### config.mk
export PLATFORM = sky130hd
export DESIGN_NAME = rxq_top
export DESIGN_NICKNAME = d
export VERILOG_FILES = /design/src/rtl/rxq_pkg.sv /design/src/rtl/rxq_mem.sv /design/src/rtl/rxq_ctl.sv /design/src/rtl/rxq_trig.sv /design/src/rtl/rxq_top.sv
export SDC_FILE = /design/constraint.sdc
export NUM_CORES = 1
export LEC_CHECK = 0
export ABC_AREA = 1
export BUFFER_PORTS_ARGS = -buffer_cell sky130_fd_sc_hd__buf_2
export CORE_UTILIZATION = 28
export CTS_CLUSTER_DIAMETER = 40
export DETAILED_ROUTE_END_ITERATION = 8
export HOLD_SLACK_MARGIN = 0.02
export PLACE_DENSITY_LB_ADDON = 0.05
export SLEW_MARGIN = 10
export SYNTH_ARGS = -nofsm -noshare
export SYNTH_HDL_FRONTEND = slang
export SYNTH_SLANG_ARGS = --single-unit
### constraint.sdc
create_clock -name clk -period 3.3 [get_ports clk]
set_input_delay 0.825 -clock clk [delete_from_list [all_inputs] [get_ports clk]]
set_output_delay 0.825 -clock clk [all_outputs]
set_load 0.01 [all_outputs]
### src/rtl/rxq_pkg.sv
package rxq_pkg;

  localparam int DATA_W = 8;
  localparam int ERR_W  = 3;

  typedef struct packed {
    logic [DATA_W-1:0] data;
    logic [ERR_W-1:0]  err;
  } rxq_entry_t;

  // Threshold in entries for the current configuration, clamped to depth.
  function automatic int unsigned rxq_trigger(logic en, logic [1:0] sel,
                                              int unsigned prog, int unsigned depth);
    int unsigned lvl;
    if (!en)            lvl = 1;
    else if (prog != 0) lvl = prog * 4;
    else begin
      case (sel)
        2'd0:    lvl = 8;
        2'd1:    lvl = 16;
        2'd2:    lvl = 56;
        default: lvl = 60;
      endcase
    end
    if (lvl > depth) lvl = depth;
    return lvl;
  endfunction

  // Circular pointer advance for any depth.
  function automatic int unsigned rxq_ptr_next(int unsigned ptr, int unsigned depth);
    return (ptr == depth - 1) ? 0 : ptr + 1;
  endfunction

endpackage

### src/rtl/rxq_mem.sv
module rxq_mem
  import rxq_pkg::*;
#(
  parameter int DEPTH = 64,
  parameter int AW    = $clog2(DEPTH)
) (
  input  logic          clk,
  input  logic          we,
  input  logic [AW-1:0] waddr,
  input  rxq_entry_t    wentry,
  input  logic [AW-1:0] raddr,
  output rxq_entry_t    rentry
);

  rxq_entry_t slot [DEPTH];

  for (genvar i = 0; i < DEPTH; i++) begin : g_slot
    always_ff @(posedge clk) begin
      if (we && (waddr == AW'(i))) slot[i] <= wentry;
    end
  end

  assign rentry = slot[raddr];

endmodule

### src/rtl/rxq_ctl.sv
module rxq_ctl
  import rxq_pkg::*;
#(
  parameter int DEPTH = 64,
  parameter int AW    = $clog2(DEPTH),
  parameter int CW    = $clog2(DEPTH + 1)
) (
  input  logic          clk,
  input  logic          rst_n,
  input  logic          flush,
  input  logic          clr_ovr,
  input  logic          wr_req,
  input  logic          rd_req,
  input  logic [CW-1:0] cap,
  output logic          push_ok,
  output logic          pop_ok,
  output logic          drop,
  output logic [AW-1:0] wptr,
  output logic [AW-1:0] rptr,
  output logic [CW-1:0] count,
  output logic          overrun
);

  logic full, empty;

  assign full  = (count >= cap);
  assign empty = (count == '0);

  assign pop_ok  = rd_req & ~empty & ~flush;
  assign push_ok = wr_req & ~flush & (~full | pop_ok);
  assign drop    = wr_req & ~flush & full & ~pop_ok;

  always_ff @(posedge clk or negedge rst_n) begin
    if (!rst_n) begin
      wptr  <= '0;
      rptr  <= '0;
      count <= '0;
    end else if (flush) begin
      wptr  <= '0;
      rptr  <= '0;
      count <= '0;
    end else begin
      if (push_ok) wptr <= AW'(rxq_ptr_next(32'(wptr), DEPTH));
      if (pop_ok)  rptr <= AW'(rxq_ptr_next(32'(rptr), DEPTH));
      case ({push_ok, pop_ok})
        2'b10:   count <= count + 1'b1;
        2'b01:   count <= count - 1'b1;
        default: count <= count;
      endcase
    end
  end

  always_ff @(posedge clk or negedge rst_n) begin
    if (!rst_n)       overrun <= 1'b0;
    else if (clr_ovr) overrun <= 1'b0;
    else if (drop)    overrun <= 1'b1;
  end

endmodule

### src/rtl/rxq_trig.sv
module rxq_trig
  import rxq_pkg::*;
#(
  parameter int DEPTH  = 64,
  parameter int CW     = $clog2(DEPTH + 1),
  parameter int PROG_W = 4
) (
  input  logic              fifo_en,
  input  logic [1:0]        sel,
  input  logic [PROG_W-1:0] prog,
  input  logic [CW-1:0]     count,
  output logic [CW-1:0]     trig_lvl,
  output logic              hit
);

  assign trig_lvl = CW'(rxq_trigger(fifo_en, sel, 32'(prog), DEPTH));
  assign hit      = (count >= trig_lvl);

endmodule

### src/rtl/rxq_top.sv
module rxq_top
  import rxq_pkg::*;
#(
  parameter int DEPTH  = 64,
  parameter int PROG_W = 4,
  localparam int AW    = $clog2(DEPTH),
  localparam int CW    = $clog2(DEPTH + 1)
) (
  input  logic              clk,
  input  logic              rst_n,
  input  logic              clr_i,
  input  logic              fifo_en_i,
  input  logic [1:0]        lvl_sel_i,
  input  logic [PROG_W-1:0] lvl_prog_i,
  input  logic              wr_en_i,
  input  logic [DATA_W-1:0] wr_data_i,
  input  logic [ERR_W-1:0]  wr_err_i,
  input  logic              rd_en_i,
  output logic [DATA_W-1:0] rd_data_o,
  output logic [ERR_W-1:0]  rd_err_o,
  output logic              empty_o,
  output logic [CW-1:0]     count_o,
  output logic              rx_ready_o,
  output logic              lvl_hit_o,
  output logic              overrun_o
);

  localparam logic [CW-1:0] CAP_Q = CW'(DEPTH);
  localparam logic [CW-1:0] CAP_H = CW'(1);

  logic          prev_en;
  logic          mode_flip;
  logic          flush;
  logic [CW-1:0] cap;
  logic          push_ok, pop_ok, drop;
  logic [AW-1:0] wptr, rptr;
  logic [CW-1:0] count;
  logic [CW-1:0] trig_lvl;
  rxq_entry_t    wentry, rentry;

  always_ff @(posedge clk or negedge rst_n) begin
    if (!rst_n) prev_en <= 1'b0;
    else        prev_en <= fifo_en_i;
  end

  assign mode_flip = fifo_en_i ^ prev_en;
  assign flush     = clr_i | mode_flip;
  assign cap       = fifo_en_i ? CAP_Q : CAP_H;

  assign wentry.data = wr_data_i;
  assign wentry.err  = wr_err_i;

  rxq_ctl #(.DEPTH(DEPTH), .AW(AW), .CW(CW)) u_ctl (
    .clk     (clk),
    .rst_n   (rst_n),
    .flush   (flush),
    .clr_ovr (clr_i),
    .wr_req  (wr_en_i),
    .rd_req  (rd_en_i),
    .cap     (cap),
    .push_ok (push_ok),
    .pop_ok  (pop_ok),
    .drop    (drop),
    .wptr    (wptr),
    .rptr    (rptr),
    .count   (count),
    .overrun (overrun_o)
  );

  rxq_mem #(.DEPTH(DEPTH), .AW(AW)) u_mem (
    .clk    (clk),
    .we     (push_ok),
    .waddr  (wptr),
    .wentry (wentry),
    .raddr  (rptr),
    .rentry (rentry)
  );

  rxq_trig #(.DEPTH(DEPTH), .CW(CW), .PROG_W(PROG_W)) u_trig (
    .fifo_en  (fifo_en_i),
    .sel      (lvl_sel_i),
    .prog     (lvl_prog_i),
    .count    (count),
    .trig_lvl (trig_lvl),
    .hit      (lvl_hit_o)
  );

  assign rd_data_o  = rentry.data;
  assign rd_err_o   = rentry.err;
  assign count_o    = count;
  assign empty_o    = (count == '0);
  assign rx_ready_o = ~empty_o;

endmodule

==> impl_table.tex <==
\begin{tabular}{lr}
\hline
Metric & Value \\
\hline
\multicolumn{2}{l}{\textbf{Critical path}} \\
\quad Category of the worst setup path launch point & register \\
\quad Setup CP Type & register to primary output \\
\quad Worst reg2reg path startpoint & u\_ctl.count[6] \\
\quad Number of cells on the worst reg-to-reg path & 12 \\
\quad Start point of the critical path & u\_ctl.rptr[0] \\
\quad Worst endpoint data arrival time & just under 3000 ps \\
\quad Max FO, Critical Path & 26 \\
\quad Critical path data required time & between 2000 and 2500 ps \\
\quad Type of element capturing the critical path & primary output \\
\quad Capture instance of the worst register-to-register path & u\_mem.slot[51][2] \\
\quad Setup slack on the worst flop-to-flop path & 550 ps \\
\multicolumn{2}{l}{\textbf{Timing}} \\
\quad Final min period & between 3000 and 4000 ps \\
\quad Largest clock skew in the final design & 24.3 ps \\
\quad Accumulated negative setup slack & -4280 ps \\
\quad Max-slew violation count & 0 \\
\quad Setup ws final & -421 ps \\
\quad Final hold viol count & 0 \\
\quad Slew of the pin with the lowest slew margin & between 800 and 900 ps \\
\quad Number of setup violations in the final report & 11 \\
\quad Worst slew margin relative to its limit & 0.400 \\
\quad Share of the cycle needed by the critical path after routing & 1.13 \\
\quad RSZ-0062 raised after global routing & true \\
\quad Upper clock frequency limit & approximately 270 MHz \\
\multicolumn{2}{l}{\textbf{Power and ir drop}} \\
\quad Design internal power & 20,300 µW \\
\quad Switch share & 0.219 \\
\quad Part of the power in combinational logic & 0.055 \\
\quad Total leakage power & 0.0146 µW \\
\quad Power per standard cell area & around 660 mW/mm² \\
\quad Clock Power Share & 0.555 \\
\quad Highest ir drop seen on vdd & $\sim$0.00034 V \\
\quad Total design power & 26,000 µW \\
\quad Reported net switching power & 5690 µW \\
\quad Sequential power share & 0.391 \\
\multicolumn{2}{l}{\textbf{Die}} \\
\quad I/O pin cnt & 45 \\
\quad Area of the die & between 0.1 and 0.15 mm² \\
\quad Placeable core area & 0.107 mm² \\
\quad Die X & 331 µm \\
\quad Die outline height & 331 µm \\
\quad Initial core utilization & 0.282 \\
\quad Number of rows created at floorplan & 120 \\
\multicolumn{2}{l}{\textbf{Clock tree}} \\
\quad Clk sink count & 725 \\
\quad Clock Root Buffer & sky130\_fd\_sc\_hd\_\_clkbuf\_16 \\
\quad Total clock buffers created by CTS & 138 \\
\quad CTS Buffer Depth & 3 \\
\quad Clock latency on the worst-skew pair & 710 ps \\
\quad Clock tree from TritonCTS & done \\
\quad H-tree depth & 4 \\
\quad Clock-pin slew reported for the worst setup and hold paths after clock tree synthesis & about 50 ps \\
\quad Total of hold buffers inserted after clock tree synthesis & 0 \\
\multicolumn{2}{l}{\textbf{Global routing}} \\
\quad Initial antenna violation count & 4 \\
\quad Vias in the first global route & 21,000 \\
\quad Total routing resource utilization after global routing & 0.192 \\
\quad Overflow after GRT & 0 \\
\quad Global-route wire length before repair & around 150 mm \\
\quad Largest net degree at the start of global routing & 65 \\
\multicolumn{2}{l}{\textbf{Logic synthesis}} \\
\quad Post-Synthesis Cells & about 2,700 \\
\quad Post-synth cell types & 33 \\
\quad Number of warnings printed during yosys synthesis & 0 \\
\quad Top FF cell, synth & sky130\_fd\_sc\_hd\_\_edfxtp\_1 \\
\quad Number of synthesized flops with an enable pin & 704 \\
\quad Post-synthesis cell area & 0.0302 mm² \\
\quad Average cell area after synthesis & roughly 11 µm² \\
\quad Number of flip-flops and latches in the synthesized netlist & 725 \\
\quad Proportion of synthesized flip-flops having asynchronous set or reset & 0.0290 \\
\quad Syn nets & 2,693 \\
\quad Sequential share of the synthesized area & 0.717 \\
\multicolumn{2}{l}{\textbf{Route}} \\
\quad Sum of routed wire length over all layers & 104 mm \\
\quad Post-DR vias/cell & 4.75 \\
\quad Antenna Violating Nets Remaining & 0 \\
\quad DRC violations left & 0 \\
\quad Initial DRC count & 1,361 \\
\quad Number of optimization iterations in the first detailed-route pass & 9 \\
\quad Total via count in the routed design & 20,900 \\
\quad Detail-routed net length per standard cell & approximately 24 µm \\
\multicolumn{2}{l}{\textbf{Finish}} \\
\quad Area of the multi-input gates & 0.00809 mm² \\
\quad Layout net count & 2,939 \\
\quad Most frequent cells in the layout & sky130\_fd\_sc\_hd\_\_nand2\_1, sky130\_fd\_sc\_hd\_\_edfxtp\_1, sky130\_fd\_sc\_hd\_\_nand3\_1 \\
\quad Most common cell after layout, fill and taps aside & sky130\_fd\_sc\_hd\_\_nand2\_1 \\
\quad Fillers & $\sim$11,000 \\
\quad Area overhead of the layout relative to synthesis & 30.3\% \\
\quad Sequential Area & 0.0217 mm² \\
\quad Layout cell share with drive strength beyond 1 & 0.201 \\
\multicolumn{2}{l}{\textbf{Run}} \\
\quad Count of maximum capacitance violations & 0 \\
\multicolumn{2}{l}{\textbf{Placed design}} \\
\quad Sum of net half-perimeters after detailed placement & roughly 64 mm \\
\quad PortBufs & 44 \\
\quad Weighted congestion at the end of routability-driven global placement & 0.852 \\
\multicolumn{2}{l}{\textbf{Outcome}} \\
\quad Failing checks & negative setup slack \\
\quad Outcome & finished, violations left \\
\multicolumn{2}{l}{\textbf{Hold path}} \\
\quad Hold WC Path Type & input port to asynchronous set/reset pin \\
\hline
\end{tabular}
[worst max-delay path by stage]
stage	slack [ps]	to	depth (start not counted)
global placement	-330	lvl_hit_o	12
floorplan	280	lvl_hit_o	10
global route	-520	rd_data_o[0]	11
CTS	-460	rd_data_o[2]	12
detailed placement	-60	lvl_hit_o	12
finish	-420	rd_data_o[4]	11
[per-stage QoR]
step / std cells / instance area (µm²) / hold slack (ps) / setup WS, ps / utilization
after detailed placement: 4133 / 33500 / 493 / -61.0 / 0.313
after CTS: 4401 / 39100 / 106 / -462 / 0.366
after global placement: 4133 / 33500 / 484 / -334 / 0.313
after floorplan: 2653 / 30200 / 529 / 281 / -
final: 4410 / 39400 / 146 / -421 / 0.368
after global routing: 4409 / 39400 / 142 / -518 / 0.368
[power groups by stage]
stage / registers, µW / clock network [µW] / logic (µW)
6_report: 10200 / 14400 / 1420
5_1_grt: 10100 / 15100 / 1550
4_1_cts: 10200 / 14700 / 1410
3_5_place_dp: 10300 / 0 / 1270
3_3_place_gp: 10300 / 0 / 1280
2_1_floorplan: 10300 / 0 / 589
[per-layer routing]
layer	track usage	vias up	wire, µm
met5	0	-	0
met4	0.0665	0	2740
met3	0.0331	151	4720
met2	0.300	526	48100
met1	0.267	10400	48200
li1	-	9851	-
[cell usage after synthesis, types with 11 or more instances]
cell type	number	area (µm²)
sky130_fd_sc_hd__buf_1	15	56.3
sky130_fd_sc_hd__ha_1	16	200
sky130_fd_sc_hd__clkbuf_1	41	154
sky130_fd_sc_hd__nand2_1	925	3470
sky130_fd_sc_hd__nand3_1	565	2830
sky130_fd_sc_hd__a21oi_1	34	170
sky130_fd_sc_hd__edfxtp_1	704	21100
sky130_fd_sc_hd__inv_1	42	158
sky130_fd_sc_hd__o21ai_0	19	95.1
sky130_fd_sc_hd__buf_2	95	475
sky130_fd_sc_hd__nor2_1	87	327
sky130_fd_sc_hd__nand2_2	11	68.8
sky130_fd_sc_hd__dfrtp_1	21	526
sky130_fd_sc_hd__o211ai_1	22	165
[critical path: stages, from the launching register on]
cell and delay [ps]:
sky130_fd_sc_hd__dfrtp_4 570, sky130_fd_sc_hd__buf_4 190, sky130_fd_sc_hd__bufbuf_16 310, sky130_fd_sc_hd__nand2_1 70
sky130_fd_sc_hd__nand3_1 120, sky130_fd_sc_hd__nand3_2 120, sky130_fd_sc_hd__nand2_2 100, sky130_fd_sc_hd__nand2_1 80
sky130_fd_sc_hd__nand2_1 60, sky130_fd_sc_hd__o211ai_1 230, sky130_fd_sc_hd__nand2_2 140, sky130_fd_sc_hd__buf_2 170
[sequential cells by signal (all words and copies together), names as in the netlist]
name           cells
u_ctl.count        7
u_ctl.overrun      1
u_ctl.wptr         6
u_ctl.rptr         6
u_mem.slot       704
prev_en            1
[cells by family (layout without fill, tap and decap cells)]
family	count (synthesis)	after routing	synth area share
compound gates	84	84	0.0160
xor+xnor	4	4	0.00116
fa+ha+maj	17	17	0.00728
buf+inv	208	561	0.0307
flops	725	725	0.717
other cells	0	1	0
simple gates	1615	1615	0.228
[layout make-up]
class                   count  area share
clock inverters            81      0.0275
inverters                  50     0.00543
diodes                      1   0.0000635
multi-input cells        1720       0.205
flip-flops and latches    725       0.550
repair buffers            264      0.0735
clock buffers             166      0.0932
well taps                1403      0.0446
[what timing repair did]
action | CTS | global route
setup buffers | 13 | 6
resized for setup | 112 | 31
pin swaps | 11 | 13
cloned | 8 | 2
setup endpoints to repair | 12 | 12
No activity file was read; power rests on OpenSTA's default activity.
